[config.mk]
export PLATFORM = sky130hd
export DESIGN_NAME = sector_guard
export DESIGN_NICKNAME = d
export VERILOG_FILES = /design/src/rtl/sector_pkg.sv /design/src/rtl/sector_classify.sv /design/src/rtl/lock_store.sv /design/src/rtl/write_gate.sv /design/src/rtl/id_status.sv /design/src/rtl/sector_guard.sv
export SDC_FILE = /design/constraint.sdc
export NUM_CORES = 1
export LEC_CHECK = 0
export BUFFER_PORTS_ARGS = -buffer_cell sky130_fd_sc_hd__buf_2
export CORE_MARGIN = 4
export CORE_UTILIZATION = 29
export CTS_CLUSTER_DIAMETER = 200
export DETAILED_ROUTE_END_ITERATION = 6
export PLACE_DENSITY_LB_ADDON = 0.25
export REMOVE_ABC_BUFFERS = 1
export SKIP_CTS_REPAIR_TIMING = 1
export SYNTH_ARGS = -nofsm -noshare
export SYNTH_HDL_FRONTEND = slang
export SYNTH_SLANG_ARGS = --single-unit
export TNS_END_PERCENT = 100
[constraint.sdc]
create_clock -name clk -period 1.38 [get_ports clk]
set_clock_uncertainty 0.1 [all_clocks]
set_input_delay 0.069 -clock clk [delete_from_list [all_inputs] [get_ports clk]]
set_output_delay 0.069 -clock clk [all_outputs]
set_load 0.02 [all_outputs]
[src/rtl/sector_pkg.sv]
// Shared types for the boot sector protection block.
package sector_pkg;
    // Request kinds as issued by the command controller.
    typedef enum logic [1:0] {
        OP_NONE = 2'd0,
        OP_PROG = 2'd1,
        OP_SECT = 2'd2,
        OP_CHIP = 2'd3
    } op_kind_e;

    localparam int unsigned NUM_SECTORS = 4;
    localparam int unsigned SECT_W      = 2;
    localparam logic [SECT_W-1:0] SECT_BOOT = 2'd0;
endpackage

[src/rtl/sector_classify.sv]
// Combinational address-to-sector map.
// Assumes the boot sector and the two parameter sectors are adjacent at one end of the
// address space. The top-boot variant inverts the address so that one comparison chain
// serves both layouts.
module sector_classify #(
    parameter int unsigned ADDR_W      = 19,
    parameter int unsigned BOOT_WORDS  = 8192,
    parameter int unsigned PARAM_WORDS = 4096,
    parameter bit          TOP_BOOT    = 1'b0
) (
    input  logic [ADDR_W-1:0]              addr_i,
    output logic [sector_pkg::SECT_W-1:0]  sector_o
);
    localparam logic [ADDR_W-1:0] LIM_BOOT = ADDR_W'(BOOT_WORDS);
    localparam logic [ADDR_W-1:0] LIM_P1   = ADDR_W'(BOOT_WORDS + PARAM_WORDS);
    localparam logic [ADDR_W-1:0] LIM_P2   = ADDR_W'(BOOT_WORDS + 2 * PARAM_WORDS);

    logic [ADDR_W-1:0] norm;

    // Fold the top-boot layout onto the bottom-boot one.
    generate
        if (TOP_BOOT) begin : g_top
            assign norm = ~addr_i;
        end else begin : g_bottom
            assign norm = addr_i;
        end
    endgenerate

    // Compare against the three sector limits, nearest the boot end first.
    always_comb begin
        if (norm < LIM_BOOT)      sector_o = 2'd0;
        else if (norm < LIM_P1)   sector_o = 2'd1;
        else if (norm < LIM_P2)   sector_o = 2'd2;
        else                      sector_o = 2'd3;
    end
endmodule

[src/rtl/lock_store.sv]
// Sticky boot-sector lock bit.
// Clears only on the power-on reset, modelling non-volatile storage. It is armed by a
// one-cycle pulse from the command decoder, which is ignored while the normal reset is held.
module lock_store (
    input  logic clk,
    input  logic por_n,
    input  logic rst_n,
    input  logic arm_i,
    output logic lock_o
);
    // Set on arm, clear only on power-on reset.
    always_ff @(posedge clk) begin
        if (!por_n)                lock_o <= 1'b0;
        else if (rst_n && arm_i)   lock_o <= 1'b1;
    end

    AST_LOCK_STICKY: assert property (@(posedge clk) disable iff (!por_n)
        lock_o |=> lock_o);
    AST_ARM_SETS: assert property (@(posedge clk) disable iff (!por_n)
        (rst_n && arm_i) |=> lock_o);
endmodule

[src/rtl/write_gate.sv]
// Decides each program or erase request against the lock and the override flag.
// It also watches that an override-granted boot operation keeps the flag until op_done.
// Assumes a single operation is in flight at a time and that op_done ends it.
module write_gate #(
    parameter int unsigned ADDR_W      = 19,
    parameter int unsigned BOOT_WORDS  = 8192,
    parameter int unsigned PARAM_WORDS = 4096,
    parameter bit          TOP_BOOT    = 1'b0
) (
    input  logic                              clk,
    input  logic                              rst_n,
    input  logic                              lock_i,
    input  logic                              hv_override_i,
    input  logic                              req_valid_i,
    input  logic [1:0]                        req_kind_i,
    input  logic [ADDR_W-1:0]                 req_addr_i,
    input  logic                              op_done_i,
    output logic                              resp_valid_o,
    output logic                              resp_grant_o,
    output logic                              resp_prog_o,
    output logic [sector_pkg::SECT_W-1:0]     resp_sector_o,
    output logic [sector_pkg::NUM_SECTORS-1:0] resp_mask_o,
    output logic                              ov_fault_o
);
    import sector_pkg::*;

    localparam logic [NUM_SECTORS-1:0] ALL_SECT = {NUM_SECTORS{1'b1}};
    localparam logic [NUM_SECTORS-1:0] NO_BOOT  = ALL_SECT & ~(NUM_SECTORS'(1) << SECT_BOOT);

    op_kind_e                 kind;
    logic [SECT_W-1:0]        sector;
    logic                     boot_prot;
    logic                     grant_d;
    logic [NUM_SECTORS-1:0]   mask_d;
    logic                     ov_hold;
    logic                     chip_q;

    assign kind = op_kind_e'(req_kind_i);

    sector_classify #(
        .ADDR_W(ADDR_W), .BOOT_WORDS(BOOT_WORDS),
        .PARAM_WORDS(PARAM_WORDS), .TOP_BOOT(TOP_BOOT)
    ) u_map (
        .addr_i   (req_addr_i),
        .sector_o (sector)
    );

    assign boot_prot = lock_i && !hv_override_i;

    // Grant and sector mask for the request in this cycle.
    always_comb begin
        grant_d = 1'b0;
        mask_d  = '0;
        unique case (kind)
            OP_PROG, OP_SECT: begin
                if (!(boot_prot && sector == SECT_BOOT)) begin
                    grant_d = 1'b1;
                    mask_d  = NUM_SECTORS'(1) << sector;
                end
            end
            OP_CHIP: begin
                grant_d = 1'b1;
                mask_d  = boot_prot ? NO_BOOT : ALL_SECT;
            end
            default: begin
                grant_d = 1'b0;
                mask_d  = '0;
            end
        endcase
    end

    // Register the decision one cycle after the request.
    always_ff @(posedge clk) begin
        if (!rst_n) begin
            resp_valid_o  <= 1'b0;
            resp_grant_o  <= 1'b0;
            resp_prog_o   <= 1'b0;
            resp_sector_o <= '0;
            resp_mask_o   <= '0;
            chip_q        <= 1'b0;
        end else begin
            resp_valid_o  <= req_valid_i && (kind != OP_NONE);
            resp_grant_o  <= req_valid_i && grant_d;
            resp_prog_o   <= req_valid_i && grant_d && (kind == OP_PROG);
            resp_sector_o <= sector;
            resp_mask_o   <= req_valid_i ? mask_d : '0;
            chip_q        <= req_valid_i && (kind == OP_CHIP);
        end
    end

    // Track an override-granted boot operation and flag an early release of the override.
    always_ff @(posedge clk) begin
        if (!rst_n) begin
            ov_hold    <= 1'b0;
            ov_fault_o <= 1'b0;
        end else begin
            ov_fault_o <= 1'b0;
            if (req_valid_i && grant_d && mask_d[SECT_BOOT] && lock_i) begin
                ov_hold <= 1'b1;
            end else if (ov_hold && op_done_i) begin
                ov_hold <= 1'b0;
            end else if (ov_hold && !hv_override_i) begin
                ov_hold    <= 1'b0;
                ov_fault_o <= 1'b1;
            end
        end
    end

    AST_RESP_FOLLOWS_REQ: assert property (@(posedge clk) disable iff (!rst_n)
        (req_valid_i && req_kind_i != 2'd0) |=> resp_valid_o);
    AST_BLOCKED_NO_MASK: assert property (@(posedge clk) disable iff (!rst_n)
        (resp_valid_o && !resp_grant_o) |-> (resp_mask_o == '0 && !resp_prog_o));
    AST_SINGLE_SECTOR: assert property (@(posedge clk) disable iff (!rst_n)
        (resp_valid_o && !chip_q) |-> $onehot0(resp_mask_o));
    AST_CHIP_KEEPS_REST: assert property (@(posedge clk) disable iff (!rst_n)
        (resp_valid_o && chip_q) |-> (resp_grant_o && resp_mask_o[NUM_SECTORS-1:1] == '1));
    AST_LOCKED_BOOT_SAFE: assert property (@(posedge clk) disable iff (!rst_n)
        (resp_valid_o && resp_mask_o[SECT_BOOT]) |-> $past(!lock_i || hv_override_i));
    AST_FAULT_NEEDS_DROP: assert property (@(posedge clk) disable iff (!rst_n)
        ov_fault_o |-> $past(!hv_override_i));
    AST_FAULT_PULSE: assert property (@(posedge clk) disable iff (!rst_n)
        ov_fault_o |=> !ov_fault_o);
endmodule

[src/rtl/id_status.sv]
// Identification-mode read of the lock status word.
// The status word sits two words above the boot sector's base. Every other address
// returns zero with the valid flag low. Assumes one cycle of read latency suits the controller.
module id_status #(
    parameter int unsigned ADDR_W     = 19,
    parameter int unsigned DATA_W     = 16,
    parameter int unsigned BOOT_WORDS = 8192,
    parameter bit          TOP_BOOT   = 1'b0
) (
    input  logic              clk,
    input  logic              rst_n,
    input  logic              lock_i,
    input  logic              id_mode_i,
    input  logic [ADDR_W-1:0] rd_addr_i,
    output logic              id_valid_o,
    output logic [DATA_W-1:0] id_data_o
);
    localparam logic [ADDR_W-1:0] ID_ADDR =
        ADDR_W'(TOP_BOOT ? ((64'd1 << ADDR_W) - 64'(BOOT_WORDS) + 64'd2) : 64'd2);

    logic hit;
    assign hit = id_mode_i && (rd_addr_i == ID_ADDR);

    // Register the status word for the read.
    always_ff @(posedge clk) begin
        if (!rst_n) begin
            id_valid_o <= 1'b0;
            id_data_o  <= '0;
        end else begin
            id_valid_o <= hit;
            id_data_o  <= hit ? DATA_W'(lock_i) : '0;
        end
    end

    AST_ID_NEEDS_MODE: assert property (@(posedge clk) disable iff (!rst_n)
        id_valid_o |-> $past(id_mode_i));
    AST_ID_QUIET: assert property (@(posedge clk) disable iff (!rst_n)
        !id_valid_o |-> (id_data_o == '0));
endmodule

[src/rtl/sector_guard.sv]
// Top of the boot sector protection block.
// It joins the lock bit, the request gate and the identification status read.
// Assumes the command controller decodes the command sequences and runs the array timing.
module sector_guard #(
    parameter int unsigned ADDR_W      = 19,
    parameter int unsigned DATA_W      = 16,
    parameter int unsigned BOOT_WORDS  = 8192,
    parameter int unsigned PARAM_WORDS = 4096,
    parameter bit          TOP_BOOT    = 1'b0
) (
    input  logic              clk,
    input  logic              rst_n,
    input  logic              por_n,
    input  logic              arm_lock,
    input  logic              hv_override,
    input  logic              req_valid,
    input  logic [1:0]        req_kind,
    input  logic [ADDR_W-1:0] req_addr,
    input  logic              op_done,
    input  logic              id_mode,
    input  logic [ADDR_W-1:0] rd_addr,
    output logic              resp_valid,
    output logic              resp_grant,
    output logic              resp_prog,
    output logic [1:0]        resp_sector,
    output logic [3:0]        resp_mask,
    output logic              ov_fault,
    output logic              id_valid,
    output logic [DATA_W-1:0] id_data
);
    logic locked;

    lock_store u_lock (
        .clk    (clk),
        .por_n  (por_n),
        .rst_n  (rst_n),
        .arm_i  (arm_lock),
        .lock_o (locked)
    );

    write_gate #(
        .ADDR_W(ADDR_W), .BOOT_WORDS(BOOT_WORDS),
        .PARAM_WORDS(PARAM_WORDS), .TOP_BOOT(TOP_BOOT)
    ) u_gate (
        .clk           (clk),
        .rst_n         (rst_n),
        .lock_i        (locked),
        .hv_override_i (hv_override),
        .req_valid_i   (req_valid),
        .req_kind_i    (req_kind),
        .req_addr_i    (req_addr),
        .op_done_i     (op_done),
        .resp_valid_o  (resp_valid),
        .resp_grant_o  (resp_grant),
        .resp_prog_o   (resp_prog),
        .resp_sector_o (resp_sector),
        .resp_mask_o   (resp_mask),
        .ov_fault_o    (ov_fault)
    );

    id_status #(
        .ADDR_W(ADDR_W), .DATA_W(DATA_W),
        .BOOT_WORDS(BOOT_WORDS), .TOP_BOOT(TOP_BOOT)
    ) u_id (
        .clk        (clk),
        .rst_n      (rst_n),
        .lock_i     (locked),
        .id_mode_i  (id_mode),
        .rd_addr_i  (rd_addr),
        .id_valid_o (id_valid),
        .id_data_o  (id_data)
    );
endmodule

Word level (Yosys, flattened, before mapping)
Cells that the tools add are included.
Widths: inputs -> output; s select.
- multiplexer cells: 12
- eq/ne operators: 4
- shift-type cells: 1
- reductions and logical operators: 19
- bitwise logic cells: 1
- $lt $le $gt $ge: 3
- operator list (operator ; number):
    $lt 19x14->1 const B ; 2
    $eq 19x2->1 const B ; 1
    $lt 19x15->1 const B ; 1
    $logic_and 1x1->1 ; 11
    $pmux 4 s2 ; 1
    $mux 1 ; 7
    $eq 2x2->1 const B ; 2
    $mux 2 ; 2
    $mux 4 ; 1
    $reduce_and 2->1 ; 2
    $shl 1x2->4 const A ; 1
    $reduce_bool 3->1 ; 1
    $reduce_or 3->1 ; 1
    $eq 2x1->1 const B ; 1
    $logic_not 2->1 ; 1
    $pmux 1 s2 ; 1
    $reduce_bool 2->1 ; 1
    $reduce_or 2->1 ; 1
    $logic_not 1->1 ; 1
    $not 1->1 ; 1
- logic and storage cells: 51
- output and inout port bits: 27
- bits in registers: 29
- input bits: 48

Depth between registers and ports, before layout
Gate-level depths: netlist of run 1.
- depth after elaboration: 12
- depth in mapped cells: 6
- depth with buffers taken out: 6

Cells and area by module
A second synthesis of run 1 with hierarchy kept.
- cell total of the unflattened synthesis: 76
- area, all modules: 708.2 um^2
- by module, submodules not included (module ; cells an instance ; instances ; sequential area each (um^2) ; area an instance (um^2)):
    write_gate ; 39 ; 1 ; 220.2 ; 414.1
    id_status ; 28 ; 1 ; 40.0 ; 229.0
    sector_classify ; 6 ; 1 ; 0.0 ; 33.8
    lock_store ; 3 ; 1 ; 20.0 ; 31.3

Worst setup path before layout of run 1
Ideal clock, no wire load.
- kind: input port to flip-flop
- from: in req_kind[1]
- to: reg u_gate.resp_mask_o[1] (netlist bit)
- buffers on the path: 0
- library setup time: 87 ps
- required time: 1193 ps
- setup slack: 299 ps
- data arrival time: 894 ps
- stages: 5
- cell sequence: inv_1 ha_1 nor4b_2 nand2_1 o31ai_1
- cells in the longest elaborated chain, start to end: 3
- elaborated cells on any way between the ends: 5
- those cells by class: eq/ne (3); mux (1); reduce/logical (1)
- ends and longest elaborated chain (element ; line ; text):
    from (decl) ; sector_guard.sv:17 ; input logic [1:0] req_kind,
    $eq 2x2->1 or $eq 2x1->1 (tied branches) ; write_gate.sv:54 ; unique case (kind)
    $reduce_or 2->1 ; write_gate.sv:54 ;
    $pmux 4 s2 (*) ; write_gate.sv:54 ;
    to (signal assigned) ; write_gate.sv:86 ; resp_mask_o <= req_valid_i ? mask_d : '0;
    to (decl) ; write_gate.sv:22 ; output logic [sector_pkg::NUM_SECTORS-1:0] resp_mask_o,
Every way passes the cells marked *; elsewhere a longest branch is shown, timed or not.
A chain may end at the register's enable or synchronous reset.

Final worst setup path of run 1
- from: in por_n
- to: reg u_lock.lock_o
- RTL lines (element ; line ; text):
    from (decl) ; sector_guard.sv:13 ; input logic por_n,
    to (signal assigned) ; lock_store.sv:13 ; if (!por_n) lock_o <= 1'b0;
    to (signal assigned) ; lock_store.sv:14 ; else if (rst_n && arm_i) lock_o <= 1'b1;
    to (decl) ; lock_store.sv:9 ; output logic lock_o
No word-level cell between the ends.

==> results of run 1 <==
==> stage by stage <==
step	cell area, sq um	std cells	total power [mW]
floorplan	656	77	0.521
global placement	926	152	0.596
detailed placement	926	152	0.600
CTS	948	155	0.805
global route	1100	170	0.887
finish	1100	170	0.831
==> flip-flops by register name (all words and copies together) (netlist names) <==
| name | count |
|---|---|
| u_gate.ov_hold | 1 |
| u_gate.resp_sector_o | 2 |
| u_gate.resp_prog_o | 1 |
| u_lock.lock_o | 1 |
| u_id.id_data_o | 1 |
| u_gate.resp_valid_o | 1 |
| u_gate.resp_grant_o | 1 |
| u_gate.ov_fault_o | 1 |
| u_id.id_valid_o | 1 |
| u_gate.resp_mask_o | 4 |
==> where the power goes <==
group          switching (mW)  internal [mW]
Clock                   0.106          0.101
Combinational           0.110         0.0925
Sequential            0.00413          0.417
==> logic make-up after synthesis <==
logic type	after synthesis
adder cells (fa/ha/maj)	3
flip-flops	14
buffers and inverters	20
AND/OR/NAND/NOR	30
AO/OA/AOI/OAI	10
other	1
==> cell usage in the layout, fill, tap and decap left out, drive strengths merged, types with 2 or more instances in the layout <==
cell type / count
a21boi: 2
buf: 47
clkbuf: 3
conb: 15
dfxtp: 14
dlygate4sd3: 15
ha: 3
inv: 5
nand2: 6
nand2b: 2
nand3: 3
nor2: 4
nor3: 2
nor4: 3
nor4b: 3
nor4bb: 2
o21ai: 4
o31ai: 2
==> area by class of cell <==
cell class	instances	area [sq um]	area share
Timing Repair Buffer	62	385	0.351
Multi-Input combinational cell	58	357	0.325
Sequential cell	14	280	0.255
Tap cell	28	35.0	0.0319
Clock buffer	3	22.5	0.0205
Inverter	5	18.8	0.0171
==> tightest hold or removal path, stage by stage <==
cell,delay [ps]
buf_2,110
nand2_1,70
o31ai_1,70
==> layer usage <==
layer | wire length [um] | vias up | share of wire | GRT usage
li1 | - | 369 | - | -
met2 | 1010 | 40 | 0.53 | 0.174
met3 | 158 | 6 | 0.083 | 0.0223
met1 | 652 | 323 | 0.34 | 0.116
met4 | 74 | 0 | 0.039 | 0.0762
met5 | 0 | - | 0 | 0
==> worst paths after layout <==
kind	from	end	cells after the start
min	req_addr[12]	u_gate.resp_mask_o[2]	3
min reg2reg	u_gate.ov_hold	u_gate.ov_fault_o	1
max reg2reg	u_lock.lock_o	u_lock.lock_o	3
max	por_n	u_lock.lock_o	4
==> summary.txt, run 1 <==
Synth
  – Largest family of logic cells by synthesized area: simple AND/OR/NAND/NOR gates
  – Mux cell area share after synthesis: 0
  – Async S/R FF share, synth: 0
  – Synth Area in Adders: 0.0524
  – Warnings, synthesis: 0
  – Post-synthesis cell count: 78
  – Post-synth top cells: buf_4, dfxtp_1, nand2_1
  – Flops & latches, synth: 14
  – Post-synth top area cell: dfxtp_1
  – Post-Syn Area: 716 sq um
  – Count leader, synth: buf_4
  – Simple-Gate Fraction of Synth Area: 0.281
  – Avg Inst Size Synth: 9.18 sq um
  – Seq/Total Area, Yosys: 0.392
  – Synth area leaders: dfxtp_1, buf_4, ha_1
  – Post-Synth XOR/XNOR Area: 0
  – Share of the synthesized area in the top cell type: 0.392
  – Most common flop cell mapped by yosys: dfxtp_1
  – Yosys cell types: 26
  – Compound-Gate Fraction of Synth Area: 0.0857
  – Post-synth EDFFs: 0

Route
  – Initial DRC count: 13
  – Routed wire length: 1.90 mm
  – Final ANT Viol Nets: 0
  – Post-route DRC: 0
  – Total number of vias: 738
  – Drt wl/cell: 11.1 um
  – Drt pass-1 iters: 4
  – DR vias/cell: 4.34

Critical path
  – Most used cell, CP: dlygate4sd3_1
  – Setup CP Type: input pin to flip-flop
  – Crit. End Element: flip-flop
  – CP top delay family: buffers and inverters
  – CP max stage cell: dlygate4sd3_1
  – Worst-path cell chain: dlygate4sd3_1, buf_2, nor2b_1, dlygate4sd3_1
  – Buf/Inv on CP: 3
  – Setup crit start kind: input pin
  – Crit path max fanout: 1
  – Crit path largest cell delay: 540 ps
  – Worst EP required: 1440 ps
  – CP Data Arrival Time: 1360 ps
  – Reg2reg setup slack: 120 ps

Clocking
  – Number of H-tree levels: 1
  – Num CTS Buffers: 3
  – Worst-Skew Late Latency: 260 ps
  – Clk sinks: 14
  – Clk buf depth: 2
  – Clock slew at reported path FFs: 70 ps
  – CTS tree: done
  – CTS root buf: clkbuf_4

Hold path
  – Hold Crit Class: input pin to flip-flop

Outcome
  – Status: completed

Global route
  – First-pass GRT wire length: 2.72 mm
  – Total global routing overflow: 0
  – Largest net degree at the start of global routing: 8
  – Initial antenna violation count: 0
  – Vias in the first global route: 674
  – Total GRT Usage: 0.104

Place
  – Gp weighted congestion: 0.753
  – Setup slack after placement: 48.0 ps
  – Buffers on Ports: 47

Floorplan
  – Die Y: 57.7 um
  – Placeable core area: 0.00228 sq mm
  – Initial Utilization: 0.314
  – Chip Width: 57.7 um
  – IO Pins: 75
  – Row count: 17
  – Die ar.: 0.00333 sq mm

STA
  – Final worst slack: 73.8 ps
  – RSZ-0062 raised after global routing: no
  – Worst Tran Pin Value: 582 ps
  – Sum Neg Setup Slack: 0 ps
  – Final setup viols: 0
  – Fmax: 766 MHz
  – Max-slew violations: 0
  – Slew Limit Headroom: 0.607
  – Hold Fails Final Rpt: 0
  – Final hold slack: 0.298 ps
  – Final Cycle Share: 0.947
  – Min cycle time layout: 1310 ps

Power and ir drop
  – PwrDens: 756 mW/mm^2
  – LEAKAGE: 0.549 nW
  – Peak supply drop: 0.378 mV

Finish
  – Layout cells sized above 1: 0.373
  – Fillers: 233
  – Area delta synth->final: 53.5%
  – Final core occ: 0.483
  – Layout Nets: 195
  – N_diodes: 0

Job
  – Max-Cap Viols: 0
No activity file was read; power rests on OpenSTA's default activity.
==> inputs of run 2 (changes only) <==
- REMOVE_ABC_BUFFERS: 1 -> default
==> summary.txt, run 2 (synthesis gave the netlist of run 1 again) <==
STA
  – Final worst slack: 66.2 ps (-7.58 ps)
  – RSZ-0062 raised after global routing: no
  – Sum Neg Setup Slack: 0 ps (unchanged)
  – Hold Fails Final Rpt: 1 (+1)
  – Final setup viols: 0 (unchanged)
  – Min cycle time layout: 1310 ps (+7.58 ps)
  – Max-slew violations: 0 (unchanged)
  – Final Cycle Share: 0.952 (+0.00549)
  – Fmax: 761 MHz (-0.58%)
  – Final hold slack: -1.29 ps (-1.59 ps)

Clocking
  – Number of H-tree levels: 1 (unchanged)
  – Clk sinks: 14 (unchanged)
  – CTS root buf: clkbuf_4
  – Clk buf depth: 2 (unchanged)
  – CTS tree: done
  – Clock slew at reported path FFs: 70 ps (about the same)
  – Worst-Skew Late Latency: 270 ps (about the same)
  – Num CTS Buffers: 3 (unchanged)

Floorplan
  – IO Pins: 75 (unchanged)
  – Die Y: 57.7 um (unchanged)
  – Initial Utilization: 0.314 (unchanged)
  – Placeable core area: 0.00228 sq mm (unchanged)
  – Chip Width: 57.7 um (unchanged)
  – Row count: 17 (unchanged)
  – Die ar.: 0.00333 sq mm (unchanged)

Critical path
  – CP Data Arrival Time: 1370 ps (about the same)
  – Crit path max fanout: 1 (unchanged)
  – Setup crit start kind: input pin
  – Setup CP Type: input pin to flip-flop
  – Worst EP required: 1440 ps (about the same)
  – Crit. End Element: flip-flop

Route
  – Final ANT Viol Nets: 0 (unchanged)
  – Drt wl/cell: 12.5 um (+13%)
  – Initial DRC count: 23 (+10)
  – Met2 WL: 1.23 mm (+22%)
  – Drt pass-1 iters: 5 (+1)
  – Total number of vias: 779 (+5.6%)
  – Routed wire length: 2.22 mm (+17%)
  – Post-route DRC: 0 (unchanged)
  – M1 WL: 684 um (+4.9%)
  – DR vias/cell: 4.40 (+1.4%)
  – Top routing layer in use: met4
  – DR WL met3: 218 um (+38%)

Power and ir drop
  – Internal cell power: 0.622 mW (+1.9%)
  – Clk pwr share: 0.247 (-0.002)
  – PwrDens: 731 mW/mm^2 (-3.3%)
  – Peak supply drop: 0.316 mV (-16%)
  – Gate power share: 0.259 (+0.015)
  – Flop pwr share: 0.494 (-0.013)
  – Net Sw Frac: 0.270 (+0.00534)
  – LEAKAGE: 0.579 nW (+5.6%)
  – Sw Pwr: 0.231 mW (+4.7%)

Finish
  – Layout cells sized above 1: 0.362 (-0.0108)
  – Largest register by flop count: u_gate.resp_mask_o
  – Most common cell after layout, fill and taps aside: buf_2
  – Biggest regs: u_gate.resp_mask_o: 4 flops, u_gate.resp_sector_o: 2 flops
  – FF+latch area: 280 sq um (unchanged)
  – Max FFs per register: 4 (unchanged)
  – N_diodes: 0 (unchanged)
  – Area delta synth->final: 62.9%
  – Commonest cells after routing, fill and taps aside: buf_2, dlygate4sd3_1, conb_1
  – Area of the multi-input gates: 357 sq um (unchanged)
  – Fillers: 197 (-15%)
  – Layout Nets: 202 (+3.6%)
  – Layout Cells excl Fill: 177 (+4.1%)

Place
  – DP Wirelength: 1.49 mm
  – Gp weighted congestion: 0.826 (+9.7%)
  – Inst Count DP: 153 (+0.66%)
  – Buffers on Ports: 47 (unchanged)
  – Setup slack after placement: 102 ps (+53.7 ps)

Global route
  – Vias in the first global route: 559 (-17%)
  – Total GRT Usage: 0.0965 (-0.00791)
  – Total global routing overflow: 0 (unchanged)
  – Initial antenna violation count: 0 (unchanged)
  – Largest net degree at the start of global routing: 8 (unchanged)
  – First-pass GRT wire length: 2.48 mm (-8.9%)

Outcome
  – Status: finished, violations left
  – Failing checks: negative hold slack

Job
  – Max-Cap Viols: 0 (unchanged)

Hold path
  – Hold Crit Class: input pin to flip-flop
run 2: cell types whose count changed in the layout (fill, tap and decap cells not counted), sizes merged:
cell,delta
dlygate4sd3,+6
buf,+1
run 2: critical path: stages:
cell and delay, ps:
dlygate4sd3_1 530, buf_2 110, nor2b_1 110, dlygate4sd3_1 550
run 2: area by class of cell:
class,count,share of cell area
repair buffers,69,0.388
multi-input cells,58,0.306
flip-flops and latches,14,0.240
well taps,28,0.0300
clock buffers,3,0.0193
inverters,5,0.0161
run 2: routing by layer:
layer  track usage  vias to the layer above
met1        0.0943                      347
met2         0.166                       40
li1              -                      384
met3        0.0423                        8
met5             0                        -
met4        0.0596                        0
run 2: through the flow:
stage | hold slack, ps | cell area [sq um] | power, mW | utilization
3_3_place_gp | 168 | 933 | 0.597 | 0.410
6_report | -1.29 | 1170 | 0.853 | 0.512
4_1_cts | -121 | 956 | 0.811 | 0.420
2_1_floorplan | 44.7 | 768 | 0.553 | -
5_1_grt | 3.06 | 1170 | 0.905 | 0.512
3_5_place_dp | 171 | 933 | 0.600 | 0.410
run 2: worst paths after layout:
kind / start / endpoint / slack [ps] / depth (start not counted)
max: por_n / u_lock.lock_o / 70 / 4
min: rd_addr[12] / u_id.id_valid_o / -1 / 4
max reg2reg: u_lock.lock_o / u_lock.lock_o / 120 / 3
min reg2reg: u_gate.ov_hold / u_gate.ov_fault_o / 370 / 1
run 2: power groups by stage:
stage / sequential (mW) / clock, mW / combinational, mW
after floorplan: 0.447 / 0 / 0.107
after global placement: 0.431 / 0 / 0.166
after detailed placement: 0.431 / 0 / 0.169
after CTS: 0.421 / 0.220 / 0.169
after global routing: 0.423 / 0.242 / 0.240
final: 0.421 / 0.211 / 0.221
==> inputs of run 3 (changes only) <==
- RECOVER_POWER: default -> 50
==> summary.txt, run 3 (synthesis gave the netlist of run 1 again) <==
Critical path
  – Crit Reg-Reg Startpoint: u_lock.lock_o
  – Crit. End Element: flip-flop
  – Reg2reg setup slack: 120 ps (about the same)
  – Setup crit start kind: input pin
  – Worst EP required: 1440 ps (about the same)
  – Crit path max fanout: 1 (unchanged)
  – Reg-to-reg critical path endpoint: u_lock.lock_o
  – CP Data Arrival Time: 1370 ps (about the same)
  – FF-to-FF path depth: 3 (unchanged)
  – Setup CP Type: input pin to flip-flop

STA
  – Hold Fails Final Rpt: 1 (unchanged)
  – Final hold slack: -0.634 ps (+0.659 ps)
  – Final setup viols: 0 (unchanged)
  – Fmax: 761 MHz (about the same)
  – RSZ-0062 raised after global routing: no
  – Max-slew violations: 0 (unchanged)
  – Final worst slack: 66.1 ps (-0.0878 ps)
  – Final Cycle Share: 0.952 (about the same)
  – Min cycle time layout: 1310 ps (+0.0878 ps)
  – Sum Neg Setup Slack: 0 ps (unchanged)

Power and ir drop
  – Flop pwr share: 0.497 (+0.003)
  – Peak supply drop: 0.315 mV (-0.37%)
  – Gate power share: 0.255 (-0.004)
  – Sw Pwr: 0.231 mW (+0.24%)
  – Net Sw Frac: 0.272 (+0.00167)
  – LEAKAGE: 0.529 nW (-8.7%)
  – Clk pwr share: 0.248 (about the same)
  – PwrDens: 740 mW/mm^2 (+1.3%)
  – Internal cell power: 0.619 mW (-0.61%)

Place
  – Setup slack after placement: 102 ps (unchanged)
  – Gp weighted congestion: 0.826 (unchanged)
  – DP Wirelength: 1.49 mm (unchanged)
  – Buffers on Ports: 47 (unchanged)

Floorplan
  – Die ar.: 0.00333 sq mm (unchanged)
  – Die Y: 57.7 um (unchanged)
  – Initial Utilization: 0.314 (unchanged)
  – Row count: 17 (unchanged)
  – Chip Width: 57.7 um (unchanged)
  – Placeable core area: 0.00228 sq mm (unchanged)
  – IO Pins: 75 (unchanged)

Hold path
  – Hold Crit Class: input pin to flip-flop
  – Hold_sp: rd_addr[12]
  – Worst Hold Path EP: u_id.id_valid_o
  – Hold path depth: 4 (unchanged)

Route
  – Final ANT Viol Nets: 0 (unchanged)
  – Drt wl/cell: 12.7 um (+1.6%)
  – Routed wire length: 2.26 mm (+1.6%)
  – Drt pass-1 iters: 4 (-1)
  – DR vias/cell: 4.44 (+0.90%)
  – Initial DRC count: 25 (+8.7%)
  – Total number of vias: 786 (+0.90%)
  – Post-route DRC: 0 (unchanged)

Clocking
  – Clk buf depth: 2 (unchanged)
  – Clk sinks: 14 (unchanged)
  – CTS tree: done
  – CTS root buf: clkbuf_4
  – Number of H-tree levels: 1 (unchanged)
  – Clock slew at reported path FFs: 70 ps (about the same)
  – Num CTS Buffers: 3 (unchanged)
  – Worst-Skew Late Latency: 270 ps (about the same)

Finish
  – Layout Nets: 202 (unchanged)
  – Biggest regs: u_gate.resp_mask_o: 4 flops, u_gate.resp_sector_o: 2 flops
  – Area of the multi-input gates: 357 sq um (unchanged)
  – N_diodes: 0 (unchanged)
  – Max FFs per register: 4 (unchanged)
  – Largest register by flop count: u_gate.resp_mask_o
  – Layout cells sized above 1: 0.275 (-0.0872)
  – Most common cell after layout, fill and taps aside: buf_2
  – Fillers: 207 (+5.1%)
  – FF+latch area: 280 sq um (unchanged)
  – Commonest cells after routing, fill and taps aside: buf_2, dlygate4sd3_1, conb_1
  – Area delta synth->final: 60.3%

Outcome
  – Failing checks: negative hold slack
  – Status: finished, violations left

Job
  – Max-Cap Viols: 0 (unchanged)

Global route
  – Total global routing overflow: 0 (unchanged)
  – Total GRT Usage: 0.0965 (unchanged)
  – Initial antenna violation count: 0 (unchanged)
  – First-pass GRT wire length: 2.48 mm (unchanged)
  – Largest net degree at the start of global routing: 8 (unchanged)
  – Vias in the first global route: 559 (unchanged)
-- run 3: cell count changes in the layout (fill, tap and decap cells not counted) --
cell | previous run | this run
clkbuf_1 | 0 | 13
buf_2 | 47 | 35
buf_4 | 1 | 0
-- run 3: how the worst max path moves through the flow --
stage | startpoint | end
floorplan | req_kind[1] | u_gate.resp_mask_o[1]
global placement | req_kind[0] | u_gate.resp_mask_o[2]
detailed placement | req_kind[0] | u_gate.resp_mask_o[1]
CTS | u_lock.lock_o | u_gate.resp_grant_o
global route | por_n | u_lock.lock_o
finish | por_n | u_lock.lock_o
-- run 3: worst max-delay path, stage by stage --
cell and delay, ps:
dlygate4sd3_1 530, buf_2 110, nor2b_1 110, dlygate4sd3_1 550
-- run 3: area by class of cell --
class / count / area share
inverters: 5 / 0.0164
multi-input cells: 58 / 0.311
clock buffers: 3 / 0.0196
well taps: 28 / 0.0305
repair buffers: 69 / 0.378
flip-flops and latches: 14 / 0.244
-- run 3: per-layer routing --
layer,global-route usage,part of all wire,vias to the layer above
met4,0.0596,0.038,0
met1,0.0943,0.33,356
met3,0.0423,0.080,8
met2,0.166,0.55,38
met5,0,0,-
li1,-,-,384
-- run 3: through the flow --
| stage | power, mW | hold WS, ps | util | std cells | area [sq um] |
|---|---|---|---|---|---|
| after global routing | 0.902 | 3.06 | 0.504 | 177 | 1150 |
| after floorplan | 0.553 | 44.7 | - | 92 | 768 |
| after CTS | 0.811 | -121 | 0.420 | 156 | 956 |
| after detailed placement | 0.600 | 171 | 0.410 | 153 | 933 |
| after global placement | 0.597 | 168 | 0.410 | 153 | 933 |
| final | 0.850 | -0.634 | 0.504 | 177 | 1150 |
-- run 3: power groups by stage --
stage               logic (mW)  registers [mW]  clock network, mW
floorplan                0.107           0.447                  0
global placement         0.166           0.431                  0
detailed placement       0.169           0.431                  0
CTS                      0.169           0.421              0.220
global route             0.236           0.424              0.242
finish                   0.217           0.422              0.211
